$ cat config.mk
export PLATFORM = sky130hd
export DESIGN_NAME = mgmt_mode_unit
export DESIGN_NICKNAME = d
export VERILOG_FILES = /design/src/rtl/prv_pkg.sv /design/src/rtl/prv_mode_ctrl.sv /design/src/rtl/prv_range_regs.sv /design/src/rtl/prv_policy_sel.sv /design/src/rtl/mgmt_mode_unit.sv
export SDC_FILE = /design/constraint.sdc
export NUM_CORES = 1
export LEC_CHECK = 0
export CORE_MARGIN = 2
export CORE_UTILIZATION = 49
export CTS_CLUSTER_SIZE = 30
export DETAILED_ROUTE_END_ITERATION = 8
export PLACE_DENSITY = 0.79
export RECOVER_POWER = 50
export SKIP_LAST_GASP = 1
export SLEW_MARGIN = 20
export SYNTH_ARGS = -nofsm -noshare
export SYNTH_HDL_FRONTEND = slang
export SYNTH_HIERARCHICAL = 1
export SYNTH_SLANG_ARGS = --single-unit
export TNS_END_PERCENT = 50
$ cat constraint.sdc
create_clock -name clk -period 1.97 [get_ports clk]
set_input_delay 0.394 -clock clk [delete_from_list [all_inputs] [get_ports clk]]
set_output_delay 0.394 -clock clk [all_outputs]
set_load 0.02 [all_outputs]
$ cat src/rtl/prv_pkg.sv
package prv_pkg;
  typedef enum logic {
    STRAT_UC = 1'b0,
    STRAT_WB = 1'b1
  } strat_e;

  typedef enum logic {
    MODE_NORM = 1'b0,
    MODE_PRIV = 1'b1
  } mode_e;

  typedef enum logic {
    RR_BASE = 1'b0,
    RR_MASK = 1'b1
  } rr_sel_e;
endpackage

$ cat src/rtl/prv_mode_ctrl.sv
module prv_mode_ctrl
  import prv_pkg::*;
#(
  parameter int unsigned AW = 32,
  parameter logic [AW-1:0] OFS = '0
) (
  input  logic          clk,
  input  logic          rst_n,
  input  logic          smi_i,
  input  logic          rsm_i,
  input  logic [AW-1:0] entry_base_i,
  output logic          priv_o,
  output logic          redir_vld_o,
  output logic [AW-1:0] redir_pc_o,
  output logic          rsm_err_o
);
  mode_e         mode_q;
  logic          pend_q;
  logic          redir_q;
  logic          err_q;
  logic [AW-1:0] pc_q;
  logic          take;

  // accept a fresh request or one held over from the privileged period
  assign take = (mode_q == MODE_NORM) && (smi_i || pend_q);

  always_ff @(posedge clk) begin
    if (!rst_n) begin
      mode_q  <= MODE_NORM;
      pend_q  <= 1'b0;
      redir_q <= 1'b0;
      err_q   <= 1'b0;
      pc_q    <= '0;
    end else begin
      redir_q <= 1'b0;
      err_q   <= rsm_i && (mode_q == MODE_NORM);
      if (take) begin
        mode_q  <= MODE_PRIV;
        redir_q <= 1'b1;
        pc_q    <= entry_base_i + OFS;
        pend_q  <= 1'b0;
      end else if (mode_q == MODE_PRIV) begin
        if (rsm_i) mode_q <= MODE_NORM;
        if (smi_i) pend_q <= 1'b1;
      end
    end
  end

  assign priv_o      = (mode_q == MODE_PRIV);
  assign redir_vld_o = redir_q;
  assign redir_pc_o  = pc_q;
  assign rsm_err_o   = err_q;
endmodule

$ cat src/rtl/prv_range_regs.sv
module prv_range_regs
  import prv_pkg::*;
#(
  parameter int unsigned AW = 32,
  parameter logic [AW-1:0] BASE_INIT = '0
) (
  input  logic          clk,
  input  logic          rst_n,
  input  logic          priv_i,
  input  logic          wr_i,
  input  logic          sel_i,
  input  logic [AW-1:0] data_i,
  input  logic          attr_i,
  output logic [AW-1:0] base_o,
  output logic [AW-1:0] mask_o,
  output logic          type_wb_o,
  output logic          valid_o
);
  logic          wr_ok;
  logic [AW-1:0] base_q;
  logic [AW-1:0] mask_q;
  strat_e        type_q;
  logic          valid_q;

  assign wr_ok = wr_i && priv_i;

  always_ff @(posedge clk) begin
    if (!rst_n) begin
      base_q  <= BASE_INIT;
      mask_q  <= '0;
      type_q  <= STRAT_UC;
      valid_q <= 1'b0;
    end else if (wr_ok) begin
      if (rr_sel_e'(sel_i) == RR_BASE) begin
        base_q <= data_i;
        type_q <= strat_e'(attr_i);
      end else begin
        mask_q  <= data_i;
        valid_q <= attr_i;
      end
    end
  end

  assign base_o    = base_q;
  assign mask_o    = mask_q;
  assign type_wb_o = (type_q == STRAT_WB);
  assign valid_o   = valid_q;
endmodule

$ cat src/rtl/prv_policy_sel.sv
module prv_policy_sel
  import prv_pkg::*;
#(
  parameter int unsigned AW = 32
) (
  input  logic [AW-1:0] addr_i,
  input  logic [AW-1:0] base_i,
  input  logic [AW-1:0] mask_i,
  input  logic          valid_i,
  input  logic          type_wb_i,
  input  logic          priv_i,
  input  logic          dflt_wb_i,
  output logic          hit_o,
  output logic          wb_o
);
  logic [AW-1:0] bit_ok;

  for (genvar b = 0; b < AW; b++) begin : g_cmp
    assign bit_ok[b] = !mask_i[b] || (addr_i[b] == base_i[b]);
  end

  assign hit_o = valid_i && (&bit_ok);

  always_comb begin
    if (!hit_o)      wb_o = dflt_wb_i;
    else if (priv_i) wb_o = type_wb_i;
    else             wb_o = STRAT_UC;
  end
endmodule

$ cat src/rtl/mgmt_mode_unit.sv
module mgmt_mode_unit
  import prv_pkg::*;
#(
  parameter int unsigned AW        = 32,
  parameter int unsigned ENTRY_OFS = 32'h8000,
  parameter int unsigned BASE_RST  = 32'h0003_0000
) (
  input  logic          clk,
  input  logic          rst_n,
  input  logic          smi_i,
  input  logic          rsm_i,
  input  logic          rr_wr_i,
  input  logic          rr_sel_i,
  input  logic [AW-1:0] rr_data_i,
  input  logic          rr_attr_i,
  input  logic [AW-1:0] acc_addr_i,
  input  logic          dflt_wb_i,
  output logic          priv_o,
  output logic          redir_vld_o,
  output logic [AW-1:0] redir_pc_o,
  output logic          strat_wb_o,
  output logic          rsm_err_o
);
  localparam logic [AW-1:0] OFS_V  = AW'(ENTRY_OFS);
  localparam logic [AW-1:0] BASE_V = AW'(BASE_RST);

  logic          priv_w;
  logic [AW-1:0] rr_base;
  logic [AW-1:0] rr_mask;
  logic          rr_type_wb;
  logic          rr_valid;
  logic          range_hit;

  prv_mode_ctrl #(.AW(AW), .OFS(OFS_V)) u_mode (
    .clk          (clk),
    .rst_n        (rst_n),
    .smi_i        (smi_i),
    .rsm_i        (rsm_i),
    .entry_base_i (rr_base),
    .priv_o       (priv_w),
    .redir_vld_o  (redir_vld_o),
    .redir_pc_o   (redir_pc_o),
    .rsm_err_o    (rsm_err_o)
  );

  prv_range_regs #(.AW(AW), .BASE_INIT(BASE_V)) u_regs (
    .clk       (clk),
    .rst_n     (rst_n),
    .priv_i    (priv_w),
    .wr_i      (rr_wr_i),
    .sel_i     (rr_sel_i),
    .data_i    (rr_data_i),
    .attr_i    (rr_attr_i),
    .base_o    (rr_base),
    .mask_o    (rr_mask),
    .type_wb_o (rr_type_wb),
    .valid_o   (rr_valid)
  );

  prv_policy_sel #(.AW(AW)) u_sel (
    .addr_i    (acc_addr_i),
    .base_i    (rr_base),
    .mask_i    (rr_mask),
    .valid_i   (rr_valid),
    .type_wb_i (rr_type_wb),
    .priv_i    (priv_w),
    .dflt_wb_i (dflt_wb_i),
    .hit_o     (range_hit),
    .wb_o      (strat_wb_o)
  );

  assign priv_o = priv_w;
endmodule

==> results of run 1 <==
-- logic make-up (layout without fill, tap and decap cells) --
| kind of cell | Yosys count | after routing |
|---|---|---|
| buffers and inverters | 33 | 173 |
| flip-flops | 102 | 102 |
| multiplexers | 65 | 65 |
| XOR/XNOR | 46 | 46 |
| adder cells (fa/ha/maj) | 1 | 1 |
| AND/OR/NAND/NOR | 155 | 155 |
| AO/OA/AOI/OAI | 52 | 52 |
-- flip-flops by register name, summed over array words and instances, names as in the netlist --
register / count
u_mode/redir_pc_o: 32
u_regs/base_o: 32
u_regs/mask_o: 32
u_mode/pend_q: 1
u_mode/priv_o: 1
u_mode/redir_vld_o: 1
u_mode/rsm_err_o: 1
u_regs/type_wb_o: 1
u_regs/valid_o: 1
-- area by class of cell --
cell class,count,area (sq um),share of cell area
multi-input combinational,319,2207,0.3671
clock inverter,6,76.32,0.01270
clock buffer,10,127.6,0.02123
timing repair buffer,148,1386,0.2306
tap,108,135.1,0.02248
inverter,9,36.28,0.006035
sequential,102,2043,0.3399
-- power by group through the flow --
stage	registers [mW]	clock network, mW	logic [mW]
2_1_floorplan	2.23	0	0.233
3_3_place_gp	2.20	0	0.551
3_5_place_dp	2.20	0	0.559
4_1_cts	2.15	1.37	0.559
5_1_grt	2.16	1.45	0.594
6_report	2.15	1.34	0.556
-- metrics by stage --
step	cells	hold WS [ns]	TNS (ns)	worst slack [ns]
6_report	702	0.4508	-0.8058	-0.5642
5_1_grt	702	0.4748	-0.9378	-0.6227
4_1_cts	702	0.4553	-0.6364	-0.6364
3_5_place_dp	686	0.4415	-1.122	-1.122
3_3_place_gp	686	0.4341	-1.116	-1.116
2_1_floorplan	454	0.4350	-0.04040	-0.04040
-- layout by cell type, fill, tap and decap left out, types with 2 or more instances in the layout --
master                              n
sky130_fd_sc_hd__xor2_1            33
sky130_fd_sc_hd__clkdlybuf4s50_1   99
sky130_fd_sc_hd__inv_6              2
sky130_fd_sc_hd__o21ai_2            3
sky130_fd_sc_hd__nand4b_1           2
sky130_fd_sc_hd__buf_12             2
sky130_fd_sc_hd__dfxtp_1          101
sky130_fd_sc_hd__o211ai_1           2
sky130_fd_sc_hd__nor4_2             3
sky130_fd_sc_hd__a22oi_2            2
sky130_fd_sc_hd__o21ai_1            5
sky130_fd_sc_hd__clkbuf_8           9
sky130_fd_sc_hd__buf_4             35
sky130_fd_sc_hd__clkbuf_4           2
sky130_fd_sc_hd__clkinv_4           2
sky130_fd_sc_hd__and3b_1            2
sky130_fd_sc_hd__nor2_1             7
sky130_fd_sc_hd__nand4_2            5
sky130_fd_sc_hd__mux2i_1           64
sky130_fd_sc_hd__dlygate4sd2_1      4
sky130_fd_sc_hd__dlymetal6s2s_1     2
sky130_fd_sc_hd__clkbuf_1           3
sky130_fd_sc_hd__nand3_1            4
sky130_fd_sc_hd__a22oi_1           10
sky130_fd_sc_hd__nand3_2            2
sky130_fd_sc_hd__nor3_1             5
sky130_fd_sc_hd__inv_1              8
sky130_fd_sc_hd__xnor2_1           13
sky130_fd_sc_hd__nand4_1            4
sky130_fd_sc_hd__o21ai_0            8
sky130_fd_sc_hd__nand2_1          118
sky130_fd_sc_hd__a22o_1            17
-- Yosys cell counts, types with 7 or more instances --
master	count
sky130_fd_sc_hd__inv_1	8
sky130_fd_sc_hd__clkbuf_1	9
sky130_fd_sc_hd__xor2_1	33
sky130_fd_sc_hd__a22o_1	17
sky130_fd_sc_hd__dfxtp_1	102
sky130_fd_sc_hd__nor2_1	7
sky130_fd_sc_hd__mux2i_1	65
sky130_fd_sc_hd__o21ai_0	8
sky130_fd_sc_hd__a22oi_1	12
sky130_fd_sc_hd__xnor2_1	13
sky130_fd_sc_hd__nand2_1	118
-- tightest hold or removal path: cells and delay by family, from the launching register on --
family	cells	cell delay, ns
flops	1	0.32
simple gates	1	0.05
compound gates	1	0.05
-- worst min path at each step --
stage | from | endpoint | slack [ns] | cells after the start
2_1_floorplan | u_regs/type_wb_o | u_regs/type_wb_o | 0.43 | 2
3_3_place_gp | u_mode/redir_pc_o[27] | u_mode/redir_pc_o[27] | 0.43 | 2
3_5_place_dp | u_mode/redir_pc_o[22] | u_mode/redir_pc_o[22] | 0.44 | 2
4_1_cts | u_mode/redir_pc_o[22] | u_mode/redir_pc_o[22] | 0.46 | 2
5_1_grt | u_mode/redir_pc_o[25] | u_mode/redir_pc_o[25] | 0.47 | 2
6_report | u_mode/redir_pc_o[22] | u_mode/redir_pc_o[22] | 0.45 | 2
-- timing repair --
action | in CTS | in global routing
endpoints found under the hold margin | 0 | 0
gates resized for setup | 10 | 5
pin swaps | 6 | 6
cloned | 0 | 0
setup buffers | 0 | 0
hold buffers | 0 | 0
endpoints found under the setup margin | 1 | 1
-- metal layers --
metal	up-vias	track usage
met5	-	0
met4	0	0.05374
met3	11	0.04708
met2	113	0.3732
met1	1705	0.2968
li1	1825	-
==> results.txt, run 1 <==
The flow ran to the end, but the final reports show violations. The checks that failed: setup timing. Sorting the synthesized cells by area gives the leading types as sky130_fd_sc_hd__dfxtp_1 46%, sky130_fd_sc_hd__mux2i_1 15%, sky130_fd_sc_hd__nand2_1 10%, sky130_fd_sc_hd__xor2_1 6.5%, sky130_fd_sc_hd__a22o_1 3.4%. The top-level port count is roughly 110. The slew at the pin with the worst max-slew slack came out at between 0.6 and 0.7 ns. The worst-case reg-to-reg path depth is 4. The distinct cell type count of the synthesized netlist came out at 37. The total power divided by cell area is between 600 and 700 nW/um^2.

The port buffer count came out at 107. The endpoint identified for the worst register-to-register timing path is u_regs/base_o[18]. The fraction of power spent switching nets is 0.2554. The worst setup path is of the in2out kind. Dividing the detail-routed via count by the number of cells gives about 5.2. The number of DRC violations after detailed routing came out at 0. The die area is ~9800 sq um.

The remaining antenna violation count after routing came out at 0. The layout cell share with drive strength beyond 1 is 0.1279. The net count after synthesis came out at ~530. For this design, the slowest cell found on the critical path is sky130_fd_sc_hd__clkdlybuf4s50_1. The leading area contributor after synthesis is sky130_fd_sc_hd__dfxtp_1. The per-cell routed wire length is roughly 16 um. The worst flop-to-flop path startpoint is u_mode/priv_o.

Cell internal power was estimated by the tool at slightly above 3 mW. The proportion of power drawn by flip-flops and latches came out at 0.531. Summing all placed instances gives a cell area of roughly 5800 sq um. The die span in y came out at a little under 100 um. The core area is just under 9000 sq um. The number of sinks driven by the clock tree is ~100. CTS placed an instance of sky130_fd_sc_hd__clkbuf_8 at the clock tree root.

Of the post-synthesis cell area, the dominant cell type holds 0.4604. The Yosys step of the flow raised 6 warnings. The post-synthesis cell area is about 4400 sq um. Across the routed clock network, the largest skew measured is around 0.012 ns.

For this design the total switching power over the nets is 1.034 mW. The overall power of the completed layout came out at between 4 and 5 mW. Of the total synthesized cell area, the portion taken by XOR and XNOR cells is 0.09083. The mux cell area share after synthesis is 0.1467. The critical path runs through a total of 7 cells. The area growth from synthesis to layout is 35.54%.

The largest voltage drop on the vdd net is about 0.00040 V. The number of buffers between clock root and the deepest sink is 2. In the final routing, the length of wire on met1 measures just under 5 mm. The main flop type after synthesis is sky130_fd_sc_hd__dfxtp_1. Summed over all layers, the global routing overflow is 0. The portion of total power attributed to the clock network is 0.331.

The number of enable-type register cells in the synthesized netlist came out at 0. The static leakage is between 2 and 3 nW. The share of async-settable or async-resettable flops after synthesis is 0. The later pin in the worst-skew pair is clocked with a latency of around 0.36 ns. The worst endpoint required time is ~1.6 ns. The CTS tree is done. The type of destination of the critical path is a primary output. The initial detailed-routing violation count is roughly 240. The count of fill cells added during filler insertion is just under 700.

The most critical setup path has its startpoint at acc_addr_i[2]. The post-DP HPWL came out at slightly above 8 mm. The initial antenna violation count came out at 0.

The worst-path maximum fanout is 1. The share of the synthesized area in compound gates (AO/OA/AOI/OAI) came out at 0.08886. The largest net degree at the start of global routing is 102. The number of setup violations in the final report is 2. The first-pass GRT wire length came out at roughly 17 mm. The path class of the tightest hold or removal check is reg2reg. Each instance of the synthesized netlist takes up on average around 9.8 sq um. The met3 wire length is between 600 and 700 um. The post-CTS clock slew at the launch and capture registers of the worst setup and hold paths is about 0.10 ns. The worst reg-to-reg setup slack came out at between 0.1 and 0.15 ns. The via total after detailed routing came out at roughly 3700. The adder-cell share of the synthesized area came out at 0.002821.

In this run the tightest slew margin relative to its limit is 0.5725. The post-layout utilization of the core came out at 0.6860. After layout, the minimum clock period comes to roughly 2.5 ns. The simple-gate share of the synthesized area came out at 0.1633. The highest metal layer with signal wires is met4. The number of cell rows came out at 34. The via count of the first global-routing pass came out at approximately 3600. Max-cap violations in this run came to 0. The post-layout worst setup margin is -0.5642 ns. The H-tree was split into 3 levels. The max-slew violation count came to 0.

The combinational share of power came out at 0.137. The total routing resource utilization after global routing is 0.2231. The flip-flop and latch count after synthesis came out at 102.

The design area came out at 6012 sq um. The antenna diode count came out at 0. In this run the worst setup path terminates at strat_wb_o.

Among cell families on the critical path, the largest total delay comes from buffers and inverters. Walking the worst path, the cells encountered are clkdlybuf4s50_1 -> xor2_1 -> a22oi_1 -> nand4_1 -> nor4_4 -> mux2i_2 -> buf_4. The number of optimization iterations in the first detailed-route pass is 5. After synthesis, the largest family of logic cells by area is simple AND/OR/NAND/NOR gates. The cell count after synthesis came out at 454. The net count of the finished layout is between 600 and 700. Dividing the final minimum period by the clock period gives 1.286. The highest clock frequency the design can meet came out at 0.3946 GHz. The width of the chip came out at slightly below 100 um. Setup repair after global routing could not meet its margin everywhere. The worst setup path is launched from a primary input.

The worst stage delay on the critical path came out at between 0.4 and 0.5 ns. The data arrival time of the worst path came out at ~2.1 ns. The met2 wire length is ~5.4 mm. The final number of hold-violating endpoints is 0. The starting density of the core came out at 0.5061. Of the synthesized area, sequential elements account for 0.4604.

The weighted congestion reported at the end of routability-driven placement is around 0.86. The number of clock buffers inserted by TritonCTS came out at 9. The final wirelength is about 11 mm. Together, buffers and inverters on the worst path number 2.
Note: power is estimated with default switching activity, not from simulation.
==> run 2, diff against run 1 <==
--- a/config.mk
+++ b/config.mk
@@ -9,6 +9,7 @@
 export CORE_UTILIZATION = 49
 export CTS_CLUSTER_SIZE = 30
 export DETAILED_ROUTE_END_ITERATION = 8
+export GPL_ROUTABILITY_DRIVEN = 1
 export PLACE_DENSITY = 0.79
 export RECOVER_POWER = 50
 export SKIP_LAST_GASP = 1
==> results of run 2 <==
The final DEF is identical to that of run 1; final timing and power are the same.
